==> config.mk <==
export PLATFORM = sky130hd
export DESIGN_NAME = hprio_top
export DESIGN_NICKNAME = d
export VERILOG_FILES = /design/src/rtl/hprio_pkg.sv /design/src/rtl/hprio_sel_reg.sv /design/src/rtl/hprio_promote_dec.sv /design/src/rtl/hprio_arb.sv /design/src/rtl/hprio_vec_enc.sv /design/src/rtl/hprio_top.sv
export SDC_FILE = /design/constraint.sdc
export NUM_CORES = 1
export LEC_CHECK = 0
export ABC_AREA = 0
export BUFFER_PORTS_ARGS = -buffer_cell sky130_fd_sc_hd__buf_2
export CAP_MARGIN = 20
export CELL_PAD_IN_SITES_DETAIL_PLACEMENT = 1
export CELL_PAD_IN_SITES_GLOBAL_PLACEMENT = 1
export CORE_MARGIN = 2
export CORE_UTILIZATION = 28
export CTS_BUF_LIST = sky130_fd_sc_hd__clkbuf_16
export CTS_CLUSTER_SIZE = 20
export DETAILED_ROUTE_END_ITERATION = 8
export HOLD_SLACK_MARGIN = 0.12
export MAX_ROUTING_LAYER = met4
export PLACE_DENSITY = 0.87
export REMOVE_ABC_BUFFERS = 1
export SLEW_MARGIN = 30
export SYNTH_ARGS = -nofsm -noshare
export SYNTH_HDL_FRONTEND = slang
export SYNTH_SLANG_ARGS = --single-unit
export TNS_END_PERCENT = 10
==> constraint.sdc <==
create_clock -name clk -period 3.1 [get_ports clk]
set_clock_uncertainty 0.1 [all_clocks]
set_input_delay 0.465 -clock clk [delete_from_list [all_inputs] [get_ports clk]]
set_output_delay 0.465 -clock clk [all_outputs]
set_load 0.02 [all_outputs]
==> src/rtl/hprio_pkg.sv <==
package hprio_pkg;

   // Highest supported source count: vector bytes must stay within $C0..$F2
   localparam int unsigned MAX_SRC = 26;

   // Vector low byte owned by a given source index
   function automatic logic [7:0] src_vec(input logic [7:0] top, input int unsigned idx);
      return top - 8'(2 * idx);
   endfunction

   // Arbiter variants
   localparam int unsigned ARB_LOOP = 0;
   localparam int unsigned ARB_ISOLATE = 1;

endpackage

==> src/rtl/hprio_sel_reg.sv <==
module hprio_sel_reg #(
   parameter int unsigned        ADDR_W   = 8,
   parameter logic [ADDR_W-1:0]  REG_ADDR = 'h1F,
   parameter logic [7:0]         TOP_VEC  = 8'hF2
) (
   input  logic              clk,
   input  logic              rst_n,
   input  logic              we,
   input  logic [ADDR_W-1:0] addr,
   input  logic [7:0]        wdata,
   input  logic              imask,
   output logic [7:0]        rdata,
   output logic [4:0]        sel
);

   localparam logic [4:0] SEL_RST = TOP_VEC[5:1];

   logic       hit;
   logic [4:0] sel_q;

   assign hit = we && (addr == REG_ADDR) && imask;

   always_ff @(posedge clk or negedge rst_n) begin
      if (!rst_n) begin
         sel_q <= SEL_RST;
      end else if (hit) begin
         sel_q <= wdata[5:1];
      end
   end

   assign sel   = sel_q;
   assign rdata = {2'b11, sel_q, 1'b0};

endmodule

==> src/rtl/hprio_promote_dec.sv <==
module hprio_promote_dec #(
   parameter int unsigned           NUM_SRC  = 16,
   parameter logic [7:0]            TOP_VEC  = 8'hF2,
   parameter logic [NUM_SRC-1:0]    IMPL_MASK = '1
) (
   input  logic [4:0]         sel,
   output logic [NUM_SRC-1:0] promo_oh,
   output logic               promo_ok
);

   logic [7:0]         val;
   logic [7:0]         diff;
   logic [6:0]         idx;
   logic               in_top;
   logic [NUM_SRC-1:0] match;

   assign val    = {2'b11, sel, 1'b0};
   assign in_top = (val <= TOP_VEC);
   assign diff   = TOP_VEC - val;
   assign idx    = diff[7:1];

   for (genvar i = 0; i < NUM_SRC; i++) begin : g_match
      if (IMPL_MASK[i]) begin : g_impl
         assign match[i] = in_top && (idx == 7'(i));
      end else begin : g_hole
         assign match[i] = 1'b0;
      end
   end

   assign promo_ok = |match;

   always_comb begin
      promo_oh = match;
      if (!promo_ok) begin
         promo_oh    = '0;
         promo_oh[0] = 1'b1;   // fallback: external IRQ on top
      end
   end

endmodule

==> src/rtl/hprio_arb.sv <==
module hprio_arb #(
   parameter int unsigned NUM_SRC = 16,
   parameter int unsigned VARIANT = 0
) (
   input  logic [NUM_SRC-1:0] req,
   input  logic [NUM_SRC-1:0] promo_oh,
   output logic [NUM_SRC-1:0] grant_oh,
   output logic               any
);

   logic [NUM_SRC-1:0] hit;
   logic [NUM_SRC-1:0] first;

   assign hit = req & promo_oh;
   assign any = |req;

   if (VARIANT == hprio_pkg::ARB_LOOP) begin : g_loop
      always_comb begin
         first = '0;
         for (int i = NUM_SRC - 1; i >= 0; i--) begin
            if (req[i]) begin
               first    = '0;
               first[i] = 1'b1;
            end
         end
      end
   end else begin : g_isolate
      assign first = req & (~req + NUM_SRC'(1));
   end

   assign grant_oh = (|hit) ? hit : first;

endmodule

==> src/rtl/hprio_vec_enc.sv <==
module hprio_vec_enc #(
   parameter int unsigned NUM_SRC = 16,
   parameter logic [7:0]  TOP_VEC = 8'hF2
) (
   input  logic [NUM_SRC-1:0] grant_oh,
   output logic [7:0]         vec
);

   logic [7:0] term [NUM_SRC];

   for (genvar i = 0; i < NUM_SRC; i++) begin : g_term
      localparam logic [7:0] V = hprio_pkg::src_vec(TOP_VEC, i);
      assign term[i] = grant_oh[i] ? V : 8'h00;
   end

   always_comb begin
      vec = 8'h00;
      for (int i = 0; i < NUM_SRC; i++) begin
         vec = vec | term[i];
      end
   end

endmodule

==> src/rtl/hprio_top.sv <==
module hprio_top #(
   parameter int unsigned        NUM_SRC   = 16,
   parameter int unsigned        ADDR_W    = 8,
   parameter logic [ADDR_W-1:0]  REG_ADDR  = 'h1F,
   parameter logic [7:0]         TOP_VEC   = 8'hF2,
   parameter logic [NUM_SRC-1:0] IMPL_MASK = 16'hFEFF,
   parameter int unsigned        ARB_VARIANT = hprio_pkg::ARB_ISOLATE
) (
   input  logic               clk,
   input  logic               rst_n,
   input  logic               reg_we,
   input  logic [ADDR_W-1:0]  reg_addr,
   input  logic [7:0]         reg_wdata,
   input  logic               irq_mask,
   input  logic [NUM_SRC-1:0] pend,
   output logic [7:0]         reg_rdata,
   output logic               int_valid,
   output logic [7:0]         int_vec
);

   localparam int unsigned LOW_VEC = 32'(TOP_VEC) - 2 * (NUM_SRC - 1);

   if (NUM_SRC < 1 || NUM_SRC > hprio_pkg::MAX_SRC) begin : g_bad_count
      $error("hprio_top: NUM_SRC out of range");
   end
   if (TOP_VEC[7:6] != 2'b11 || TOP_VEC[0] != 1'b0) begin : g_bad_top
      $error("hprio_top: TOP_VEC must be even and at least $C0");
   end
   if (LOW_VEC < 32'hC0) begin : g_bad_low
      $error("hprio_top: lowest vector falls below $C0");
   end
   if (IMPL_MASK[0] != 1'b1) begin : g_bad_irq
      $error("hprio_top: external IRQ source must be implemented");
   end

   logic [4:0]         sel;
   logic [NUM_SRC-1:0] promo_oh;
   logic               promo_ok;
   logic [NUM_SRC-1:0] req;
   logic [NUM_SRC-1:0] grant_oh;

   hprio_sel_reg #(
      .ADDR_W  (ADDR_W),
      .REG_ADDR(REG_ADDR),
      .TOP_VEC (TOP_VEC)
   ) u_reg (
      .clk  (clk),
      .rst_n(rst_n),
      .we   (reg_we),
      .addr (reg_addr),
      .wdata(reg_wdata),
      .imask(irq_mask),
      .rdata(reg_rdata),
      .sel  (sel)
   );

   hprio_promote_dec #(
      .NUM_SRC  (NUM_SRC),
      .TOP_VEC  (TOP_VEC),
      .IMPL_MASK(IMPL_MASK)
   ) u_dec (
      .sel     (sel),
      .promo_oh(promo_oh),
      .promo_ok(promo_ok)
   );

   assign req = pend & IMPL_MASK;

   hprio_arb #(
      .NUM_SRC(NUM_SRC),
      .VARIANT(ARB_VARIANT)
   ) u_arb (
      .req     (req),
      .promo_oh(promo_oh),
      .grant_oh(grant_oh),
      .any     (int_valid)
   );

   hprio_vec_enc #(
      .NUM_SRC(NUM_SRC),
      .TOP_VEC(TOP_VEC)
   ) u_enc (
      .grant_oh(grant_oh),
      .vec     (int_vec)
   );

   logic unused_ok;
   assign unused_ok = promo_ok;

endmodule

==> summary.txt, run 1 <==
Worst hold path
  • HP Class: in -> reg
  • Worst Hold Launch: reg_wdata[2]

Finish
  • Final layout net count: 221
  • Total of fill cells in the finished design: 447
  • Number of flip-flops in the largest register: 5
  • Commonest non-fill, non-tap cell in the layout: buf_2
  • N_diodes: 0
  • Area grow syn2layout: 45.06%
  • Proportion of layout cells with a drive suffix above 1: 0.4341
  • Fin area: 1470 um2
  • Final non-filler cell total: 228
  • Commonest cells after routing, fill and taps aside: 43 x buf_2, 12 x nor2_1, 9 x nand2_1

Timing
  • Max-slew violation count: 0
  • Peak Freq: 332.8 MHz
  • Slew HR: 0.5814
  • Period utilization: 0.9693
  • Slew @ Worst Pin: 622.2 ps
  • RSZ-0062 raised after global routing: true
  • Final min period: 3005 ps
  • Final Setup Violations: 0
  • Final WS setup: 95.16 ps
  • Final Hold Viols: 0

Die
  • Die X: 64.16 um
  • Row count: 21
  • Die Height: 64.16 um
  • Placeable core area: 3416 um2
  • Number of placed I/O pins: 53
  • Die area: 4117 um2
  • Initial core utilization: 0.2967

Route
  • Detail Route Antenna Nets: 0
  • Detail Route met2 WL: 1955 um
  • Vias per inst: 5.390
  • Met1 Wirelength: 1603 um
  • Vias: 1229
  • DR pass1 iterations: 4
  • Wire per inst: 16.64 um
  • Final WL: 3793 um
  • Drt initial violations: 42
  • Top layer in use: met4
  • Met3 Wirelength: 156 um
  • DRC viols: 0

Place
  • Placed insts: 220
  • Dpl ws: -48.13 ps
  • DPL Wire Length: 2846 um
  • Input/output buffers: 44
  • Placed cell areas: 1279 um2
  • Placer congestion estimate: 0.9006

Synthesis
  • Warnings, synthesis: 0
  • Post-synthesis cell area: 1013 um2
  • Largest cells by area after synthesis: mux2i_1 8.9%, dfstp_2 7.8%, dfrtp_1 4.9%
  • Post-synth EDFFs: 0
  • Dominant cell type by area after synthesis: mux2i_1
  • Flops & latches, synth: 5
  • Ys flop type: dfstp_2
  • Yosys cell types: 51
  • Synth top area share: 0.08889
  • Sequential share of the synthesized area: 0.1272
  • Synth Instances: 133
  • Post-synth ARST share: 1.000
  • Syn_area_per_cell: 7.620 um2

Global route
  • Gr usage total: 0.1886
  • Initial antenna violation count: 0
  • Global-route wire length before repair: 6051 um
  • Vias in the first global route: 1340
  • Grt ovf: 0
  • Pin count of the biggest net entering global routing: 17

Power
  • Leak: 0.6104 nW
  • Worst vdd ir: 313.9 uV
  • Power Total: 0.0004483 W
  • Cell Pwr Density: 304.9 nW/um2

Clocking
  • Bufs on Longest Clock Path: 2
  • Clock root buffer: clkbuf_16
  • Htree depth: 1
  • CTS tree: built
  • Clk sinks: 5
  • CTS Buf Count: 3
  • Clock Pin Slew Worst Setup and Hold Paths: 30 ps
  • Clock Latency Late Sink: 230 ps

Run
  • Max-Cap Viols: 0

Setup path
  • CP startpoint kind: flip-flop
  • CP endpoint kind: primary output
  • CP Class: reg -> out
  • WP data required: 2530 ps
  • CP Launch Point: u_reg.sel[0]
  • Max FO, Critical Path: 16
  • Reg2Reg Launch Point: u_reg.sel[0]
  • Worst Path Arrival: 2440 ps

Run status
  • Status: finished clean
==> worst paths after layout <==
| kind | endpoint | slack [ps] | cells after the start |
|---|---|---|---|
| worst max-delay path | int_vec[3] | 100 | 8 |
| worst min-delay path | u_reg.sel[1] | 340 | 3 |
| worst max register to register | u_reg.sel[0] | 2020 | 1 |
| worst min register to register | u_reg.sel[4] | 550 | 1 |
| max in group asynchronous | u_reg.sel[4] | 2200 | 2 |
| min in group asynchronous | u_reg.sel[1] | 480 | 2 |
==> critical path, stage by stage, from the launching register on <==
cell and delay, ps:
dfstp_4 730, buf_4 190, mux2i_1 80, nor2_1 170, o32a_1 320, nor4_2 70
a211oi_2 280, o221ai_1 180, buf_4 190
==> power breakdown <==
group / switching, W / internal [W] / total, W / leakage [nW]
combinational: 0.0000913 / 0.0000699 / 0.000161 / 0.518
clock: 0.0000459 / 0.000167 / 0.000213 / 0.0423
sequential: 0.00000464 / 0.0000692 / 0.0000738 / 0.0501
total: 0.000142 / 0.000306 / 0.000448 / 0.610
==> repair_timing <==
item | 4_1_cts | 5_1_grt
pin swaps | 3 | 6
gates resized for setup | 5 | 14
hold buffers | 1 | 0
setup buffers | 1 | 2
setup endpoints to repair | 8 | 8
hold endpoints to repair | 2 | 0
==> through the flow <==
stage / hold WS (ps) / utilization / setup TNS [ps]
2_1_floorplan: 69.41 / - / -472.9
5_1_grt: 363.4 / 0.4304 / -116.1
3_5_place_dp: 188.7 / 0.3744 / -133.0
6_report: 343.9 / 0.4304 / 0
4_1_cts: 347.1 / 0.4103 / 0
3_3_place_gp: 183.1 / 0.3744 / 0
==> cells in the mapped netlist, types with 3 or more instances <==
master    count
nor2_1       13
buf_4         5
o21ai_0       9
nand2_1       9
buf_2         4
a21oi_1       4
nand2b_1      4
nor4b_1       4
dfstp_2       3
o221ai_1      3
nor3_1        3
inv_1         6
mux2i_1       9
mux2_2        3
nand3_1       7
==> layer usage <==
metal | GRT usage | vias up
li1 | - | 599
met1 | 0.2130 | 577
met2 | 0.3346 | 44
met3 | 0.02289 | 9
met4 | 0.07979 | 0
met5 | - | -
==> layout make-up <==
type                       instances  area [um2]  share of cell area
sequential                         5       132.6             0.09021
timing repair buffer              54       307.8              0.2094
clock buffer                       3       75.07             0.05106
tap                               46       57.56             0.03915
clock inverter                     1       3.754            0.002553
multi-input combinational        113       870.8              0.5923
inverter                           6       22.52             0.01532
==> cell families after synthesis <==
family,after synthesis,synth area share
buffers and inverters,17,0.08643
AND/OR/NAND/NOR,52,0.2889
multiplexers,12,0.1222
AO/OA/AOI/OAI,41,0.3185
flip-flops,5,0.1272
adder cells (fa/ha/maj),2,0.02469
XOR/XNOR,2,0.02470
other,2,0.007410
No activity file was read; power rests on OpenSTA's default activity.
==> inputs of run 2 (changes only) <==
Settings changed: CORE_UTILIZATION 28 to 29, CTS_BUF_LIST sky130_fd_sc_hd__clkbuf_16 to sky130_fd_sc_hd__clkbuf_2 sky130_fd_sc_hd__clkbuf_4 sky130_fd_sc_hd__clkbuf_8, PLACE_DENSITY 0.87 to 0.9.
==> run 2 against run 1 <==
Against the previous run:
- hold slack lost 27 ps
- combinational power shrank 2%
- sequential cell count is the same
- highest routed layer unchanged
==> summary.txt, run 2 (synthesis results as in run 1) <==
Global route
  • Met3 Track Usage GR: 0.01964 (-0.003244)
  • Gr usage total: 0.1832 (-0.005455)
  • Fraction of met1 tracks used by global routing: 0.2151 (+0.002073)
  • Initial antenna violation count: 0 (unchanged)
  • Vias in the first global route: 1246 (-7.0%)
  • Pin count of the biggest net entering global routing: 17 (unchanged)
  • Global-route wire length before repair: 5789 um (-4.3%)
  • Grt ovf: 0 (unchanged)
  • Busiest grt layer: met2
  • Grt met2 use: 0.3285 (-0.006178)

Clocking
  • Clock Latency Late Sink: 250 ps (+20 ps)
  • Clk sinks: 5 (unchanged)
  • Bufs on Longest Clock Path: 2 (unchanged)
  • CTS Buf Count: 3 (unchanged)
  • Htree depth: 1 (unchanged)
  • Clock Pin Slew Worst Setup and Hold Paths: 40 ps (about the same)
  • Clock root buffer: clkbuf_4
  • CTS tree: built

Place
  • DPL Wire Length: 2762 um (-2.9%)
  • Placer congestion estimate: 0.9099 (+1.0%)
  • Input/output buffers: 44 (unchanged)
  • Placed insts: 220 (unchanged)

Setup path
  • End of the worst register-to-register path: u_reg.sel[0]
  • CP Class: reg -> out
  • CP endpoint kind: primary output
  • Worst Path Arrival: 2480 ps (+40 ps)
  • WP data required: 2530 ps (about the same)
  • Reg2Reg Launch Point: u_reg.sel[0]
  • CP startpoint kind: flip-flop
  • Worst R2R Setup Slack: 1880 ps (-140 ps)
  • R2R depth: 2 (+1)
  • Max FO, Critical Path: 7 (-9)

Route
  • DR pass1 iterations: 4 (unchanged)
  • Vias per inst: 5.555 (+3.0%)
  • Detail Route Antenna Nets: 0 (unchanged)
  • Final WL: 3606 um (-4.9%)
  • Vias: 1272 (+3.5%)
  • DRC viols: 0 (unchanged)
  • Wire per inst: 15.75 um (-5.3%)
  • Drt initial violations: 54 (+29%)

Die
  • Placeable core area: 3337 um2 (-2.3%)
  • Die area: 3984 um2 (-3.2%)
  • Initial core utilization: 0.3037 (+0.007009)
  • Die Height: 63.12 um (-1.6%)
  • Die X: 63.12 um (-1.6%)
  • Row count: 21 (unchanged)
  • Number of placed I/O pins: 53 (unchanged)

Worst hold path
  • Hold endpoint: u_reg.sel[1]
  • Worst Hold Launch: reg_wdata[2]
  • HP Class: in -> reg
  • Worst hold path stage count: 3 (unchanged)

Power
  • Leak: 0.5915 nW (-3.1%)
  • Cell Pwr Density: 219.4 nW/um2 (-28%)
  • Worst vdd ir: 173.0 uV (-45%)

Timing
  • Worst hold margin: 317.2 ps (-26.67 ps)
  • RSZ-0062 raised after global routing: true
  • Slew HR: 0.5815 (about the same)
  • Slew @ Worst Pin: 619.0 ps (-3.180 ps)
  • Peak Freq: 328.4 MHz (-1.3%)
  • Final min period: 3045 ps (+40.26 ps)
  • Period utilization: 0.9823 (+0.01299)
  • Max-slew violation count: 0 (unchanged)
  • Final Hold Viols: 0 (unchanged)
  • Final Setup Violations: 0 (unchanged)

Finish
  • Commonest non-fill, non-tap cell in the layout: buf_2
  • Proportion of layout cells with a drive suffix above 1: 0.4536 (+0.01949)
  • Commonest cells after routing, fill and taps aside: 42 x buf_2, 12 x nor2_1, 11 x buf_4
  • N_diodes: 0 (unchanged)
  • Area grow syn2layout: 42.84%
  • Total of fill cells in the finished design: 439 (-1.8%)
  • Final layout net count: 222 (+0.45%)
  • Final non-filler cell total: 229 (+0.44%)
  • Number of flip-flops in the largest register: 5 (unchanged)

Run
  • Max-Cap Viols: 0 (unchanged)

Run status
  • Status: finished clean
run 2: metrics by stage:
step	setup slack, ps	area [um2]	util	TNS (ps)	power [W]
floorplan	-136.8	955.9	-	-472.9	0.0001534
global placement	240.7	1279	0.3832	0	0.0002077
detailed placement	174.2	1279	0.3832	0	0.0002107
CTS	32.78	1365	0.4091	0	0.0003096
global route	-91.39	1448	0.4338	-427.5	0.0003397
finish	54.90	1448	0.4338	0	0.0003176
run 2: timing repair:
action,CTS,global route
hold buffers,1,0
pin swaps,5,8
endpoints found under the hold margin,5,0
resized for setup,10,10
setup buffers,0,4
endpoints found under the setup margin,7,7
run 2: how the worst max path moves through the flow:
stage,startpoint,end,slack [ps],depth (start not counted)
floorplan,u_reg.sel[1],int_vec[6],-140,8
finish,u_reg.sel[2],int_vec[3],50,9
detailed placement,u_reg.sel[1],int_vec[4],170,9
global route,u_reg.sel[2],int_vec[3],-90,9
CTS,u_reg.sel[1],int_vec[3],30,10
global placement,u_reg.sel[1],int_vec[4],240,9
run 2: layout make-up:
type | count | area, um2 | area share
inverter | 6 | 22.52 | 0.01556
tap | 46 | 57.56 | 0.03976
sequential | 5 | 132.6 | 0.09162
timing repair buffer | 55 | 314.1 | 0.2169
clock buffer | 4 | 30.03 | 0.02074
multi-input combinational | 113 | 890.9 | 0.6154
run 2: worst max-delay path, cell delays in order (launching register included):
cell      delay, ps
dfrtp_1         390
inv_2           100
ha_4            240
nand2b_2        220
o21ai_0         250
o32a_2          290
nor4_4           70
a211oi_2        290
o221ai_1        190
buf_4           190
run 2: routing by layer:
layer,share of wire,vias up
li1,-,601
met1,0.40,621
met2,0.54,45
met3,0.047,5
met4,0.013,0
met5,0,-
run 2: power breakdown:
| part | switching (W) | internal, W |
|---|---|---|
| logic | 0.0000907 | 0.0000662 |
| registers | 0.00000455 | 0.0000690 |
| clock network | 0.0000296 | 0.0000576 |
==> inputs of run 3 (changes only) <==
Settings changed: CORE_UTILIZATION 29 to 28, PLACE_DENSITY 0.9 to 0.89, SYNTH_HIERARCHICAL set to 1.
==> run 3 against run 2 <==
Against the previous run:
- the run now ends with negative setup slack left
- critical path depth increased by 5
- worst setup slack got worse by 680 ps
- critical endpoint unchanged
- largest power group unchanged
- fmax decreased by 18%
- core utilization increased by 12 points
- sequential share of layout area decreased by 2.3 points
- sequential cell count unchanged
- power decreased by 5.3%
- clock-buffer cell count unchanged
- area after synthesis decreased by 0.74%
- hold slack improved by 39 ps
==> summary.txt, run 3 <==
Setup path
  • Worst path most repeated cell: buf_6
  • Max FO, Critical Path: 8 (+1)
  • Slowest CP cell: or4_4
  • Critical Path Stages: 14 (+5)
  • WP data required: 2530 ps (about the same)
  • Worst Setup EP: int_vec[3]
  • CP Launch Point: u_reg/sel[2]
  • Worst R2R Setup Slack: 1950 ps (+70 ps)
  • Reg2Reg Launch Point: u_reg/sel[1]
  • Slowest stage delay, CP: 650 ps (+260 ps)
  • Critical-path cell list: inv_2 -> ha_4 -> buf_6 -> and3b_1 -> o21ai_1 -> buf_4 -> nor2_1 -> nand2_1 -> nand4_1 -> or4_4 -> o31ai_2 -> nor4_1 -> nand2_2 -> buf_6
  • Critical path's top delay family: simple AND/OR/NAND/NOR gates
  • CP startpoint kind: flip-flop
  • CP endpoint kind: primary output
  • R2R depth: 3 (+1)
  • CP Class: reg -> out
  • Buf+Inv Stages, Crit Path: 4 (+2)
  • Worst Path Arrival: 3160 ps (+680 ps)
  • End of the worst register-to-register path: u_reg/sel[1]

Power
  • Sequential share of power: 0.232 (about the same)
  • Leak: 0.8336 nW (+41%)
  • Int Pwr: 0.0001911 W (-0.90%)
  • Switch share: 0.3648 (-0.02826)
  • Clock Power Share: 0.282 (+0.008)
  • Power Total: 0.0003008 W (-5.3%)
  • Cell Pwr Density: 160.7 nW/um2 (-27%)
  • P_sw: 0.0001097 W (-12%)
  • Combinational Power Share: 0.485 (-0.009)
  • Worst vdd ir: 216.7 uV (+25%)

Clocking
  • Bufs on Longest Clock Path: 2 (unchanged)
  • CTS tree: built
  • Clock root buffer: clkbuf_4
  • Clock Pin Slew Worst Setup and Hold Paths: 50 ps (about the same)
  • CTS Buf Count: 3 (unchanged)
  • Clock Latency Late Sink: 240 ps (about the same)
  • Clk sinks: 5 (unchanged)
  • Htree depth: 1 (unchanged)

Route
  • Vias: 1460 (+15%)
  • Vias per inst: 5.233 (-5.8%)
  • Wire per inst: 16.50 um (+4.8%)
  • Detail Route Antenna Nets: 0 (unchanged)
  • DR pass1 iterations: 4 (unchanged)
  • DRC viols: 0 (unchanged)
  • Final WL: 4604 um (+28%)
  • Drt initial violations: 49 (-9.3%)

Timing
  • Final min period: 3727 ps (+681.6 ps)
  • Final Setup Violations: 7 (+7)
  • Max-slew violation count: 0 (unchanged)
  • Slew HR: 0.5940 (+0.01254)
  • Final Hold Viols: 0 (unchanged)
  • Peak Freq: 268.3 MHz (-18%)
  • Final WS setup: -626.7 ps (-681.6 ps)
  • Setup TNS: -4076 ps (-4076 ps)
  • RSZ-0062 raised after global routing: true
  • Slew @ Worst Pin: 605.6 ps (-13.39 ps)
  • Period utilization: 1.202 (+0.2199)

Die
  • Number of placed I/O pins: 53 (unchanged)
  • Die Height: 63.94 um (+1.3%)
  • Die X: 63.94 um (+1.3%)
  • Row count: 21 (unchanged)
  • Placeable core area: 3390 um2 (+1.6%)
  • Die area: 4088 um2 (+2.6%)
  • Initial core utilization: 0.2968 (-0.006924)

Place
  • Dpl ws: -517.7 ps (-691.9 ps)
  • Input/output buffers: 44 (unchanged)
  • Placed cell areas: 1398 um2 (+9.3%)
  • DPL Wire Length: 2921 um (+5.8%)
  • Placer congestion estimate: 0.8801 (-3.3%)

Finish
  • Area grow syn2layout: 86.07%
  • Fin area: 1872 um2 (+29%)
  • Commonest non-fill, non-tap cell in the layout: buf_4
  • N_diodes: 0 (unchanged)
  • Final layout net count: 272 (+23%)
  • Proportion of layout cells with a drive suffix above 1: 0.5880 (+0.1344)
  • Number of flip-flops in the largest register: 5 (unchanged)
  • Finished Core Util: 0.5522 (+0.1184)
  • Commonest cells after routing, fill and taps aside: 39 x buf_4, 37 x buf_2, 21 x nand2_1
  • Total of fill cells in the finished design: 431 (-1.8%)

Synthesis
  • Synth Instances: 150 (+13%)
  • Warnings, synthesis: 6 (+6)
  • Syn_area_per_cell: 6.706 um2 (-12%)
  • Post-synthesis cell area: 1006 um2 (-0.74%)

Run
  • Max-Cap Viols: 0 (unchanged)

Global route
  • Global-route wire length before repair: 6610 um (+14%)
  • Grt ovf: 0 (unchanged)
  • Pin count of the biggest net entering global routing: 12 (-5)
  • Initial antenna violation count: 0 (unchanged)
  • Vias in the first global route: 1479 (+19%)
  • Gr usage total: 0.2077 (+0.02452)

Worst hold path
  • HP Class: in -> reg

Run status
  • Status: finished, violations left
  • Violated checks: negative setup slack
-- run 3: power by group through the flow --
stage | logic (W) | registers (W) | clock network, W
global route | 0.000156 | 0.0000700 | 0.0000957
global placement | 0.000104 | 0.0000702 | 0
detailed placement | 0.000107 | 0.0000705 | 0
finish | 0.000146 | 0.0000699 | 0.0000849
CTS | 0.000126 | 0.0000698 | 0.0000879
floorplan | 0.0000480 | 0.0000743 | 0
-- run 3: cell type report --
class	instances	area, um2	share of cell area
Multi-Input combinational cell	131	1008	0.5388
Inverter	4	15.01	0.008021
Clock buffer	4	30.03	0.01604
Tap cell	46	57.56	0.03075
Sequential cell	5	128.9	0.06885
Timing Repair Buffer	89	631.9	0.3376
-- run 3: worst min path at each step --
stage	endpoint	slack [ps]	depth (start not counted)	start
2_1_floorplan	u_reg/sel[1]	70	0	rst_n
5_1_grt	u_reg/sel[3]	350	2	reg_wdata[4]
4_1_cts	u_reg/sel[3]	350	2	reg_wdata[4]
3_3_place_gp	u_reg/sel[1]	180	1	rst_n
6_report	u_reg/sel[3]	360	2	reg_wdata[4]
3_5_place_dp	u_reg/sel[2]	180	1	rst_n
-- run 3: stage by stage --
step	hold WS, ps	cells
final	356.5	279
after global routing	346.9	279
after CTS	350.3	273
after detailed placement	183.4	257
after global placement	176.4	257
after floorplan	69.41	140
-- run 3: worst reg2reg max path, delay by kind of cell, from the launching register on --
kind                   cells  cell delay, ps
flip-flops                 1             390
buffers and inverters      2             290
multiplexers               1             270
-- run 3: repair_timing --
action	CTS	global route
cloned	0	0
buffers inserted	11	6
pin swaps	17	22
endpoints found under the setup margin	7	7
hold endpoints to repair	5	0
hold buffers	1	0
resized for setup	45	26
-- run 3: metal layers --
| layer | vias up | GRT usage | routed length [um] |
|---|---|---|---|
| met5 | - | - | 0 |
| met4 | 0 | 0.08424 | 185 |
| met3 | 13 | 0.01761 | 155 |
| met2 | 58 | 0.4036 | 2575 |
| met1 | 693 | 0.2108 | 1687 |
| li1 | 696 | - | - |
